### config.mk
export PLATFORM = sky130hd
export DESIGN_NAME = scope_trace_sequencer
export DESIGN_NICKNAME = d
export VERILOG_FILES = /design/src/rtl/scope_seq_pkg.sv /design/src/rtl/scope_cfg_reg.sv /design/src/rtl/scope_trace_stepper.sv /design/src/rtl/scope_select_decode.sv /design/src/rtl/scope_trace_sequencer.sv
export SDC_FILE = /design/constraint.sdc
export NUM_CORES = 1
export LEC_CHECK = 0
export BUFFER_PORTS_ARGS = -buffer_cell sky130_fd_sc_hd__clkbuf_2
export CAP_MARGIN = 20
export CORE_UTILIZATION = 50
export CTS_CLUSTER_SIZE = 30
export DETAILED_ROUTE_END_ITERATION = 12
export PLACE_DENSITY = 0.77
export SYNTH_ARGS = -nofsm -noshare
export SYNTH_HDL_FRONTEND = slang
export SYNTH_SLANG_ARGS = --single-unit
### constraint.sdc
create_clock -name clk -period 4.6 [get_ports clk]
set_input_delay 0.46 -clock clk [delete_from_list [all_inputs] [get_ports clk]]
set_output_delay 0.46 -clock clk [all_outputs]
set_load 0.1 [all_outputs]
### src/rtl/scope_seq_pkg.sv
package scope_seq_pkg;

  localparam int unsigned N_SRC  = 4;
  localparam int unsigned IDX_W  = $clog2(N_SRC);
  localparam int unsigned N_TB   = 3;
  localparam int unsigned CFG_W  = N_SRC + 5;

  typedef enum logic [1:0] {
    TB_MAIN   = 2'd0,
    TB_INTENS = 2'd1,
    TB_DELAY  = 2'd2,
    TB_ALT    = 2'd3
  } tb_mode_e;

  // Packed MSB first: invert(8) composite(7) chop(6) tb(5:4) enables(3:0)
  typedef struct packed {
    logic             b_inv;
    logic             comp_trig;
    logic             chop;
    tb_mode_e         tb_mode;
    logic [N_SRC-1:0] src_en;
  } cfg_t;

  // Lowest enabled source, zero when none
  function automatic logic [IDX_W-1:0] first_src(input logic [N_SRC-1:0] en);
    logic [IDX_W-1:0] r;
    logic             hit;
    r   = '0;
    hit = 1'b0;
    for (int i = 0; i < N_SRC; i++) begin
      if (en[i] && !hit) begin
        r   = IDX_W'(i);
        hit = 1'b1;
      end
    end
    return r;
  endfunction

  // Next enabled source after cur, wrapping; cur itself if it is the only one
  function automatic logic [IDX_W-1:0] next_src(input logic [N_SRC-1:0] en,
                                                input logic [IDX_W-1:0] cur);
    logic [IDX_W-1:0] r;
    logic [IDX_W-1:0] cand;
    logic             hit;
    r   = '0;
    hit = 1'b0;
    for (int k = 1; k <= N_SRC; k++) begin
      cand = cur + IDX_W'(k);
      if (en[cand] && !hit) begin
        r   = cand;
        hit = 1'b1;
      end
    end
    return r;
  endfunction

endpackage

### src/rtl/scope_cfg_reg.sv
module scope_cfg_reg
  import scope_seq_pkg::*;
(
  input  logic             clk,
  input  logic             rst_n,
  input  logic             wr_en,
  input  logic [CFG_W-1:0] wr_data,
  output cfg_t             cfg_q
);

  always_ff @(posedge clk or negedge rst_n) begin
    if (!rst_n) begin
      cfg_q <= '0;
    end else if (wr_en) begin
      cfg_q <= cfg_t'(wr_data);
    end
  end

  // stored word matches the last write
  assert_cfg_load_R1: assert property (@(posedge clk) disable iff (!rst_n)
    wr_en |=> (cfg_q == cfg_t'($past(wr_data))));

  // settings hold between writes
  assert_cfg_hold_R1: assert property (@(posedge clk) disable iff (!rst_n)
    !wr_en |=> $stable(cfg_q));

endmodule

### src/rtl/scope_trace_stepper.sv
module scope_trace_stepper
  import scope_seq_pkg::*;
(
  input  logic             clk,
  input  logic             rst_n,
  input  logic             wr_en,
  input  logic [N_SRC-1:0] wr_src_en,
  input  cfg_t             cfg_q,
  input  logic             sweep_end,
  input  logic             chop_tick,
  output logic [IDX_W-1:0] src_q,
  output logic             phase_q,
  output logic             blank_q
);

  logic advance;
  logic any_src;
  logic split_tb;

  assign advance  = cfg_q.chop ? chop_tick : sweep_end;
  assign any_src  = |cfg_q.src_en;
  assign split_tb = (cfg_q.tb_mode == TB_ALT) && any_src;

  always_ff @(posedge clk or negedge rst_n) begin
    if (!rst_n) begin
      src_q   <= '0;
      phase_q <= 1'b0;
      blank_q <= 1'b0;
    end else if (wr_en) begin
      src_q   <= first_src(wr_src_en);
      phase_q <= 1'b0;
      blank_q <= 1'b0;
    end else if (advance) begin
      blank_q <= cfg_q.chop;
      if (split_tb && !phase_q) begin
        phase_q <= 1'b1;
      end else begin
        phase_q <= 1'b0;
        src_q   <= next_src(cfg_q.src_en, src_q);
      end
    end else begin
      blank_q <= 1'b0;
    end
  end

  // a write restarts at the first enabled source, main phase
  assert_restart_R9: assert property (@(posedge clk) disable iff (!rst_n)
    wr_en |=> (!phase_q && src_q == first_src($past(wr_src_en))));

  // alternate display ignores chop ticks and waits for end of sweep
  assert_alt_hold_R6: assert property (@(posedge clk) disable iff (!rst_n)
    (!wr_en && !cfg_q.chop && !sweep_end) |=> ($stable(src_q) && $stable(phase_q)));

  // chop display ignores sweep ends and waits for a tick
  assert_chop_hold_R7: assert property (@(posedge clk) disable iff (!rst_n)
    (!wr_en && cfg_q.chop && !chop_tick) |=> ($stable(src_q) && $stable(phase_q)));

  // blanking only follows a tick taken in chop display
  assert_blank_cause_R7: assert property (@(posedge clk) disable iff (!rst_n)
    blank_q |-> ($past(chop_tick) && $past(cfg_q.chop) && !$past(wr_en)));

  // delayed phase exists only in alternate timebase with a source on
  assert_phase_mode_R5: assert property (@(posedge clk) disable iff (!rst_n)
    phase_q |-> (cfg_q.tb_mode == TB_ALT && any_src));

  // while sources are on, the shown source is one of them
  assert_src_enabled_R3: assert property (@(posedge clk) disable iff (!rst_n)
    (any_src && !$past(wr_en)) |-> cfg_q.src_en[src_q]);

endmodule

### src/rtl/scope_select_decode.sv
module scope_select_decode
  import scope_seq_pkg::*;
(
  input  logic             clk,
  input  logic             rst_n,
  input  cfg_t             cfg_q,
  input  logic [IDX_W-1:0] src_q,
  input  logic             phase_q,
  output logic [N_SRC-1:0] chan_sel,
  output logic [N_SRC-1:0] trig_sel,
  output logic [N_TB-1:0]  tb_sel
);

  logic [IDX_W-1:0] trig_idx;
  logic             follow;
  logic [1:0]       tb_idx;

  assign follow   = cfg_q.comp_trig && !cfg_q.chop;
  assign trig_idx = follow ? src_q : first_src(cfg_q.src_en);

  always_comb begin
    if (cfg_q.src_en == '0) begin
      tb_idx = 2'd0;
    end else begin
      unique case (cfg_q.tb_mode)
        TB_MAIN:   tb_idx = 2'd0;
        TB_INTENS: tb_idx = 2'd1;
        TB_DELAY:  tb_idx = 2'd2;
        TB_ALT:    tb_idx = phase_q ? 2'd2 : 2'd0;
        default:   tb_idx = 2'd0;
      endcase
    end
  end

  for (genvar g = 0; g < N_SRC; g++) begin : g_src
    assign chan_sel[g] = (src_q == IDX_W'(g));
    assign trig_sel[g] = (trig_idx == IDX_W'(g));
  end

  for (genvar t = 0; t < N_TB; t++) begin : g_tb
    assign tb_sel[t] = (tb_idx == 2'(t));
  end

  // selectors are one-hot
  assert_onehot_R11: assert property (@(posedge clk) disable iff (!rst_n)
    ($onehot(chan_sel) && $onehot(trig_sel) && $onehot(tb_sel)));

  // no source enabled means A on main
  assert_idle_R8: assert property (@(posedge clk) disable iff (!rst_n)
    (cfg_q.src_en == '0) |-> (tb_sel == 3'b001));

  // without composite tracking the trigger stays put between writes
  assert_trig_fixed_R10: assert property (@(posedge clk) disable iff (!rst_n)
    (!follow && $stable(cfg_q)) |-> $stable(trig_sel));

endmodule

### src/rtl/scope_trace_sequencer.sv
module scope_trace_sequencer
  import scope_seq_pkg::*;
(
  input  logic             clk,
  input  logic             rst_n,
  input  logic             cfg_wr,
  input  logic [8:0]       cfg_data,
  input  logic             sweep_end,
  input  logic             chop_tick,
  output logic [3:0]       chan_sel,
  output logic [3:0]       trig_sel,
  output logic [2:0]       tb_sel,
  output logic             b_invert,
  output logic             chop_blank
);

  cfg_t             cfg_q;
  cfg_t             wr_cfg;
  logic [IDX_W-1:0] src_q;
  logic             phase_q;

  assign wr_cfg = cfg_t'(cfg_data);

  scope_cfg_reg u_cfg (
    .clk     (clk),
    .rst_n   (rst_n),
    .wr_en   (cfg_wr),
    .wr_data (cfg_data),
    .cfg_q   (cfg_q)
  );

  scope_trace_stepper u_step (
    .clk       (clk),
    .rst_n     (rst_n),
    .wr_en     (cfg_wr),
    .wr_src_en (wr_cfg.src_en),
    .cfg_q     (cfg_q),
    .sweep_end (sweep_end),
    .chop_tick (chop_tick),
    .src_q     (src_q),
    .phase_q   (phase_q),
    .blank_q   (chop_blank)
  );

  scope_select_decode u_dec (
    .clk      (clk),
    .rst_n    (rst_n),
    .cfg_q    (cfg_q),
    .src_q    (src_q),
    .phase_q  (phase_q),
    .chan_sel (chan_sel),
    .trig_sel (trig_sel),
    .tb_sel   (tb_sel)
  );

  assign b_invert = cfg_q.b_inv;

  // invert level follows the written bit from the next clock
  assert_invert_R1: assert property (@(posedge clk) disable iff (!rst_n)
    cfg_wr |=> (b_invert == $past(cfg_data[8])));

  // composite tracking in alternate display
  assert_follow_R10: assert property (@(posedge clk) disable iff (!rst_n)
    (cfg_q.comp_trig && !cfg_q.chop) |-> (trig_sel == chan_sel));

  // blanking is never longer than one clock without a fresh tick
  assert_blank_one_R7: assert property (@(posedge clk) disable iff (!rst_n)
    (chop_blank && !chop_tick) |=> !chop_blank);

endmodule

==> results.txt, run 1 <==
Status -> complete, no violations
Synth cell types -> 34
TritonRoute pass-1 iters -> 3
GR Util All Layers -> 21.5%
Vias in the first global route -> 736
Vias per std cell -> 5.39
Routed len/inst -> 13.5 µm
First-pass GRT wire length -> 3.14 mm
Post-synthesis sequential area ratio -> 35.2%
Max Slew Vio Count -> 0
Initial antenna violation count -> 0
Levels on crit path -> 4
Worst vdd ir -> 0.000380 V
Post-cts sizing count -> 0
Clock Sink Count -> 13
Final Hold Vio Count -> 0
Worst r2r path cells -> 6
Starting Density -> 53.6%
Setup crit start kind -> flip-flop
Number of buffers added on ports -> 26
CTS tree -> yes
Total grt overflow -> 0
Least-Margin Pin Slew -> 0.561 ns
Largest net degree at the start of global routing -> 20
GP Congestion -> 0.834
Final wirelength -> 1.90 mm
Fill cell count -> 154
CTS Root Buffer Type -> clkbuf_4
Die Ht -> 45.0 µm
CP Max Fanout -> 10
Final Util -> 62.2%
Post-CTS setup buffer count -> 0
Critical Path Sink Type -> output port
Hold Path Class -> input pin to asynchronous set/reset pin
Synthesized area -> 925 µm²
Leak -> 0.515 nW
Yosys warns -> 0
CTS Hold Bufs -> 0
Commonest non-fill, non-tap cell in the layout -> clkbuf_2
Period utilization -> 55.2%
RSZ-0062 raised after global routing -> false
Clock buffer depth -> 2
Core Rows -> 15
Via count -> 760
Layout cells sized above 1 -> 37.9%
Relative slew margins -> 62.4%
Net count, final -> 135
Commonest non-fill, non-tap cells in the layout -> 26 x clkbuf_2, 13 x dfrtp_1, 10 x nor2_1
Required @ worst endpoint -> 4.14 ns
DR iter-0 viols -> 5
Setup TNS -> 0 ns
CP Buf/Inv Count -> 1
Full die area -> 2030 µm²
Die width -> 45.0 µm
Crit path max-delay family -> simple AND/OR/NAND/NOR gates
Max H-tree Level -> 1
TritonCTS buffer count -> 3
I/O pin cnt -> 27
Critical path type -> flip-flop to output port
Clock transition at path regs -> 0.07 ns
Top achievable clock speed -> 394 MHz
Final Critical Period -> 2.54 ns
N_diodes -> 0
Synthesized area per cell -> 10.2 µm²
Slowest-stage cell, CP -> or4_1
Cells after Synth -> 91
Synth Net Count -> 109
Crit path largest cell delay -> 0.52 ns
Clk_skew -> 0.000304 ns
Core Area -> 1730 µm²
Max-cap violations -> 0
Worst EP arrival -> 2.08 ns
Yosys reg bits -> 13
DRC -> 0
Critical Path, Cell by Cell -> or4_1 -> and3b_1 -> nor2_1 -> clkbuf_2
# setup viols final -> 0
Post-route ant nets -> 0
Area Growth Syn to Fin -> 16.1%
Clk_lat worst skew -> 0.27 ns
Pwr Density -> 616 nW/µm²
## Yosys cell counts
| library cell | n | area, µm² |
|---|---|---|
| o31ai_1 | 1 | 7.51 |
| mux2_2 | 8 | 90.1 |
| a211oi_4 | 1 | 20.0 |
| or4_1 | 1 | 7.51 |
| inv_1 | 6 | 22.5 |
| dfrtp_1 | 13 | 325 |
| clkbuf_1 | 1 | 3.75 |
| nand2_1 | 5 | 18.8 |
| nor2_1 | 10 | 37.5 |
| buf_4 | 1 | 7.51 |
| nor4_2 | 2 | 25.0 |
| ha_1 | 4 | 50.1 |
| buf_2 | 1 | 5.00 |
| mux2_4 | 2 | 30.0 |
| a21oi_1 | 4 | 20.0 |
| o32ai_1 | 1 | 8.76 |
| or2b_1 | 1 | 7.51 |
| a22oi_2 | 1 | 12.5 |
| a21o_1 | 1 | 7.51 |
| nor4_1 | 2 | 12.5 |
| o32a_1 | 1 | 10.0 |
| nor3_1 | 3 | 15.0 |
| nand2b_1 | 1 | 6.26 |
| buf_6 | 2 | 22.5 |
| o31a_1 | 1 | 8.76 |
| o21ai_0 | 4 | 20.0 |
| and3b_1 | 1 | 8.76 |
| mux2i_1 | 3 | 30.0 |
| o21ba_1 | 1 | 10.0 |
| a211o_1 | 1 | 8.76 |
| a211oi_1 | 2 | 15.0 |
| nor2b_1 | 2 | 12.5 |
| mux2_1 | 2 | 22.5 |
| nor4b_2 | 1 | 15.0 |
## routing by layer
metal	track usage (%)	vias to the layer above	wire, µm
li1	-	383	-
met1	28.1	353	867
met2	36.2	20	945
met3	1.20	4	63
met4	10.3	0	27
met5	0	-	0
## path summary, 6_finish.rpt
path | to | slack (ns) | startpoint
min in group clk | u_step.blank_q | 0.39 | chop_tick
worst min-delay path | u_cfg.cfg_q[4] | 0.07 | rst_n
worst min register to register | u_cfg.cfg_q[7] | 0.51 | u_cfg.cfg_q[7]
max in group asynchronous | u_step.src_q[0] | 4.29 | rst_n
worst max-delay path | tb_sel[0] | 2.06 | u_cfg.cfg_q[0]
worst max register to register | u_step.src_q[0] | 2.39 | u_step.src_q[0]
## registers in the layout, summed over array words and instances (netlist names)
signal / count
u_step.blank_q: 1
u_step.phase_q: 1
u_cfg.cfg_q: 9
u_step.src_q: 2
## area by class of cell
class	count	area (µm²)	share of cell area [%]
multi-input combinational	67	538	50.1
sequential	13	325	30.3
timing repair buffer	26	130	12.1
tap	25	31.3	2.91
clock buffer	4	26.3	2.45
inverter	6	22.5	2.10
## report_power, final
group	internal [mW]	switching (mW)
Clock	0.0336	0.0343
Sequential	0.131	0.0429
Combinational	0.106	0.314
## worst register-to-register path, delay by kind of cell (launching register included)
| kind | cells | cell delay (ns) |
|---|---|---|
| DFF | 1 | 0.61 |
| buffers and inverters | 1 | 0.21 |
| adders and majority gates | 1 | 0.36 |
| and+or+nand+nor | 2 | 0.37 |
| muxes | 2 | 0.54 |
## stage by stage
stage	power (mW)	setup slack, ns	instance area [µm²]	std cells	hold slack [ns]
2_1_floorplan	0.555	0.970	925	91	0.164
3_3_place_gp	0.586	2.41	1050	137	0.367
3_5_place_dp	0.597	2.37	1050	137	0.370
4_1_cts	0.667	2.07	1070	141	0.0699
5_1_grt	0.698	1.97	1070	141	0.0753
6_report	0.662	2.06	1070	141	0.0674
## cells by family after synthesis
group                      share of synthesized area, %
AOI/OAI and AO/OA                                  16.1
adders and majority gates                          5.41
buffers and inverters                              6.63
DFF                                                35.2
muxes                                              18.7
and+or+nand+nor                                    18.0
(Power assumes the default switching activity.)
==> run 2: changes to the inputs <==
- clock period: 4.6 -> 2.5 ns (I/O delays scaled with it)
==> results.txt, run 2 (synthesis gave the netlist of run 1 again) <==
Status -> complete, no violations
Relative slew margins -> 63.6%
Pwr Density -> 1120 nW/µm²
# setup viols final -> 0
First-pass GRT wire length -> 3.32 mm
Hold path depth -> 3
Max Slew Vio Count -> 0
Routed len/inst -> 13.3 µm
Setup TNS -> 0 ns
Vias in the first global route -> 766
Area Growth Syn to Fin -> 20.8%
Post-cts sizing count -> 0
Vias per std cell -> 5.50
I/O pin cnt -> 27
Post-DP HPWL -> 1.51 mm
Clock Sink Count -> 13
Full die area -> 2030 µm²
Leak -> 0.536 nW
CP Max Fanout -> 8
Critical path type -> flip-flop to output port
Largest register FFs -> 9
Final wirelength -> 1.92 mm
Number of buffers added on ports -> 26
Die width -> 45.0 µm
Via count -> 797
Crit Reg-Reg Startpoint -> u_step.src_q[0]
Least-Margin Pin Slew -> 0.548 ns
Post-DP Area -> 1080 µm²
Final Instance Area -> 1120 µm²
Worst hold endpoint -> u_step.blank_q
Crit path largest cell delay -> 0.55 ns
TritonRoute pass-1 iters -> 4
Die Ht -> 45.0 µm
Final Hold Vio Count -> 0
Critical Path Sink Type -> output port
Net count, final -> 139
Worst EP arrival -> 2.08 ns
Commonest non-fill, non-tap cell in the layout -> clkbuf_2
Core Rows -> 15
Max H-tree Level -> 1
Worst vdd ir -> 0.00104 V
DR iter-0 viols -> 21
Max-cap violations -> 0
Hold Path Class -> input pin to flip-flop
Clock buffer depth -> 2
Non-Filler Instances -> 145
Tot Pwr -> 1.26 mW
Required @ worst endpoint -> 2.25 ns
N_diodes -> 0
GP Congestion -> 0.904
Core Area -> 1730 µm²
Cell count after placement -> 140
Initial antenna violation count -> 0
Clk_lat worst skew -> 0.27 ns
TritonCTS buffer count -> 3
CTS Hold Bufs -> 1
Slowest-stage cell, CP -> or4_1
Largest net degree at the start of global routing -> 20
Post-route ant nets -> 0
Largest Register -> u_cfg.cfg_q
Final Critical Period -> 2.33 ns
Hold Crit Start -> chop_tick
Total grt overflow -> 0
Clk_skew -> 0.0101 ns
Worst R2R End -> u_step.src_q[0]
Setup crit start kind -> flip-flop
Critical Path, Cell by Cell -> or4_1 -> and3b_1 -> nor2_4 -> clkbuf_2
Layout cells sized above 1 -> 40.8%
DRC -> 0
GR Util All Layers -> 22.5%
RSZ-0062 raised after global routing -> false
Fill cell count -> 157
Worst r2r path cells -> 6
CTS tree -> yes
Period utilization -> 93.0%
Top flop regs -> u_cfg.cfg_q (9), u_step.src_q (2)
Commonest non-fill, non-tap cells in the layout -> 26 x clkbuf_2, 13 x dfrtp_1, 9 x nor2_1
CTS Root Buffer Type -> clkbuf_4
Post-CTS setup buffer count -> 0
Clock transition at path regs -> 0.08 ns
Top achievable clock speed -> 430 MHz
R2R Setup Slk -> 0.55 ns
Starting Density -> 53.6%
[run 2: worst max-delay path by stage]
stage | endpoint | slack (ns) | cells past startpoint | startpoint
3_5_place_dp | tb_sel[0] | 0.49 | 4 | u_cfg.cfg_q[3]
2_1_floorplan | trig_sel[0] | 0.05 | 4 | u_cfg.cfg_q[6]
5_1_grt | tb_sel[0] | 0.09 | 4 | u_cfg.cfg_q[3]
6_report | tb_sel[0] | 0.17 | 4 | u_cfg.cfg_q[3]
3_3_place_gp | tb_sel[0] | 0.52 | 4 | u_cfg.cfg_q[3]
4_1_cts | tb_sel[0] | 0.18 | 4 | u_cfg.cfg_q[3]
[run 2: routing by layer]
metal	track usage, %	up-vias	routed length (µm)
met3	2.80	2	133
met5	0	-	0
met1	30.0	371	865
li1	-	390	-
met4	13.3	0	10
met2	35.1	34	911
[run 2: where the power goes]
| part | internal, mW | leakage (nW) | switching (mW) | total (mW) |
|---|---|---|---|---|
| Sequential | 0.242 | 0.158 | 0.0234 | 0.265 |
| Clock | 0.0618 | 0.0150 | 0.0668 | 0.129 |
| Combinational | 0.220 | 0.363 | 0.642 | 0.862 |
[run 2: per-stage QoR]
step                hold WS [ns]  worst slack (ns)  utilization [%]
CTS                        0.178             0.183             64.7
global placement           0.157             0.523             62.6
global route               0.196            0.0858             64.7
floorplan                -0.0456            0.0510                -
detailed placement         0.155             0.491             62.6
finish                     0.187             0.175             64.7
[run 2: critical path: cells and delay by family, from the launching register on]
kind	cells	cell delay, ns
DFF	1	0.46
and+or+nand+nor	3	0.89
buffers and inverters	1	0.45
[run 2: area by class of cell]
cell class | count | area, µm² | area share [%]
Sequential cell | 13 | 325 | 29.1
Tap cell | 25 | 31.3 | 2.80
Multi-Input combinational cell | 67 | 549 | 49.2
Clock buffer | 4 | 26.3 | 2.35
Inverter | 6 | 22.5 | 2.02
Timing Repair Buffer | 30 | 163 | 14.6
==> run 3: changes to the inputs <==
- PLACE_DENSITY: 0.77 -> 0.76
- SYNTH_HIERARCHICAL: default -> 1
==> results.txt, run 3 <==
First-pass GRT wire length -> 3.51 mm
Synth Net Count -> 123
Worst vdd ir -> 0.000764 V
Critical Path Sink Type -> output port
Core Area -> 1960 µm²
Commonest non-fill, non-tap cell in the layout -> clkbuf_2
Clock buffer depth -> 2
Switching part of the total power -> 56.8%
P_int -> 0.505 mW
DRC -> 0
Crit path max-delay family -> flip-flops
R2R Setup Slk -> 0.58 ns
Synth top area cells -> dfrtp_1 31%, mux2_4 13%, nor2_1 5.0%
Clock group share of total power -> 10.9%
Vias per std cell -> 5.61
GP Congestion -> 0.958
Ys async rst share -> 100%
Period utilization -> 83.3%
Cells after Synth -> 109
Via count -> 925
CP Buf/Inv Count -> 1
Routed len/inst -> 13.3 µm
Worst hold slack -> 0.172 ns
CTS tree -> yes
Levels on crit path -> 3
Top flop regs -> u_cfg/cfg_q (9), u_step/src_q (2)
Total grt overflow -> 0
Setup crit start kind -> flip-flop
Comb power frac -> 63.4%
Largest register FFs -> 9
Commonest non-fill, non-tap cells in the layout -> 26 x clkbuf_2, 13 x dfrtp_1, 13 x nor2_1
Largest Register -> u_cfg/cfg_q
# setup viols final -> 0
Yosys warns -> 6
Leak -> 0.600 nW
Worst r2r path cells -> 5
Max H-tree Level -> 1
Post-DP Area -> 1210 µm²
Yosys top cell area share -> 30.9%
N_diodes -> 0
Clk_skew -> 0.0121 ns
Initial antenna violation count -> 0
Most instantiated library cell after synthesis -> nor2_1
Final Instance Area -> 1250 µm²
Commonest cells post-synth -> 14 x nor2_1, 13 x dfrtp_1, 9 x mux2_4
RSZ-0062 raised after global routing -> false
Die width -> 47.9 µm
Synth cell types -> 40
Post-DP HPWL -> 1.66 mm
Net count, final -> 153
Sw Pwr -> 0.663 mW
GR Util All Layers -> 22.0%
Area Growth Syn to Fin -> 19.0%
Final Critical Period -> 2.08 ns
Final Hold Vio Count -> 0
Max Slew Vio Count -> 0
CTS Root Buffer Type -> clkbuf_4
Worst EP arrival -> 1.83 ns
Layout cells sized above 1 -> 42.8%
Clock transition at path regs -> 0.09 ns
CP Max Fanout -> 19
Die Ht -> 47.9 µm
Tot Pwr -> 1.17 mW
Status -> complete, no violations
Final wirelength -> 2.19 mm
Starting Density -> 53.6%
Hold path depth -> 3
Full die area -> 2290 µm²
Synth area leader -> dfrtp_1
DR iter-0 viols -> 17
Number of buffers added on ports -> 26
I/O pin cnt -> 27
Top achievable clock speed -> 480 MHz
Crit path largest cell delay -> 0.69 ns
Required @ worst endpoint -> 2.25 ns
TritonRoute pass-1 iters -> 4
Least-Margin Pin Slew -> 0.592 ns
Critical path type -> flip-flop to output port
Core Rows -> 16
Pwr Density -> 933 nW/µm²
Clock Sink Count -> 13
Max-cap violations -> 0
Relative slew margins -> 60.5%
Synthesized area -> 1050 µm²
Post-route ant nets -> 0
Clk_lat worst skew -> 0.28 ns
Critical Path, Cell by Cell -> nor2b_2 -> mux2_2 -> clkbuf_2
Yosys reg bits -> 13
Largest net degree at the start of global routing -> 20
Vias in the first global route -> 817
Main synth FF type -> dfrtp_1
TritonCTS buffer count -> 3
Post-synthesis sequential area ratio -> 30.9%
Slowest-stage cell, CP -> dfrtp_1
Synthesized area per cell -> 9.65 µm²
Hold Path Class -> input pin to flip-flop
Post-synth EDFFs -> 0
Seq pwr share -> 25.6%
==> run 3: changes by cell type in the layout (fill, tap and decap cells not counted), sizes merged, moves of 2 or more <==
cell	before	now
ha	4	0
a21oi	4	8
nor3b	0	4
nor2	10	14
a2111oi	0	2
nor2b	2	5
mux2i	3	0
nand2	5	7
nand3b	0	2
nand2b	1	5
inv	6	3
buf	3	6
nor4	4	1
==> run 3: final timing paths <==
kind	from	to
setup / recovery	u_step/src_q[0]	trig_sel[1]
hold / removal	chop_tick	u_step/blank_q
setup reg to reg	u_step/src_q[0]	u_step/src_q[0]
hold reg to reg	u_cfg/cfg_q[8]	u_cfg/cfg_q[8]
max in group asynchronous	rst_n	u_step/phase_q
min in group asynchronous	rst_n	u_cfg/cfg_q[8]
==> run 3: routing by layer <==
layer | track usage (%) | part of all wire [%] | vias to the layer above
met5 | 0 | 0 | -
met1 | 28.7 | 44 | 426
li1 | - | - | 448
met2 | 37.3 | 48 | 47
met3 | 3.40 | 6.8 | 4
met4 | 6.67 | 1.6 | 0
==> run 3: tightest hold or removal path, delay by kind of cell <==
family	cells	cell delay, ns
AND/OR/NAND/NOR	2	0.08
buffers and inverters	1	0.09
==> run 3: cells by family after synthesis <==
logic type / count (synthesis) / synth area share [%]
XOR/XNOR: 1 / 0.832
AND/OR/NAND/NOR: 47 / 26.5
AO/OA/AOI/OAI: 24 / 16.3
buffers and inverters: 11 / 7.25
multiplexers: 13 / 18.2
flip-flops: 13 / 30.9
==> run 3: area by class of cell <==
class	count	area (µm²)
Multi-Input combinational cell	85	669
Timing Repair Buffer	33	185
Inverter	3	11.3
Clock inverter	1	5.00
Fill cell	189	709
Sequential cell	13	325
Tap cell	27	33.8
Clock buffer	3	22.5
==> run 3: per-stage QoR <==
stage / utilization (%) / setup TNS (ns) / instances / setup slack [ns]
after floorplan: - / -0.0589 / 109 / -0.0589
after global placement: 61.9 / 0 / 160 / 0.666
after detailed placement: 61.9 / 0 / 160 / 0.616
after CTS: 63.8 / 0 / 165 / 0.408
after global routing: 63.8 / 0 / 165 / 0.331
final: 63.8 / 0 / 165 / 0.418
==> run 3: timing repair <==
action,CTS,global route
resized for setup,0,0
buffers inserted,0,0
setup endpoints to repair,0,0
hold buffers,1,0
hold endpoints to repair,13,0
==> run 3: power groups by stage <==
stage | Combinational, mW | Clock (mW) | Sequential [mW]
2_1_floorplan | 0.625 | 0 | 0.306
3_3_place_gp | 0.729 | 0 | 0.300
3_5_place_dp | 0.738 | 0 | 0.303
4_1_cts | 0.740 | 0.134 | 0.299
5_1_grt | 0.783 | 0.144 | 0.304
6_report | 0.741 | 0.128 | 0.299
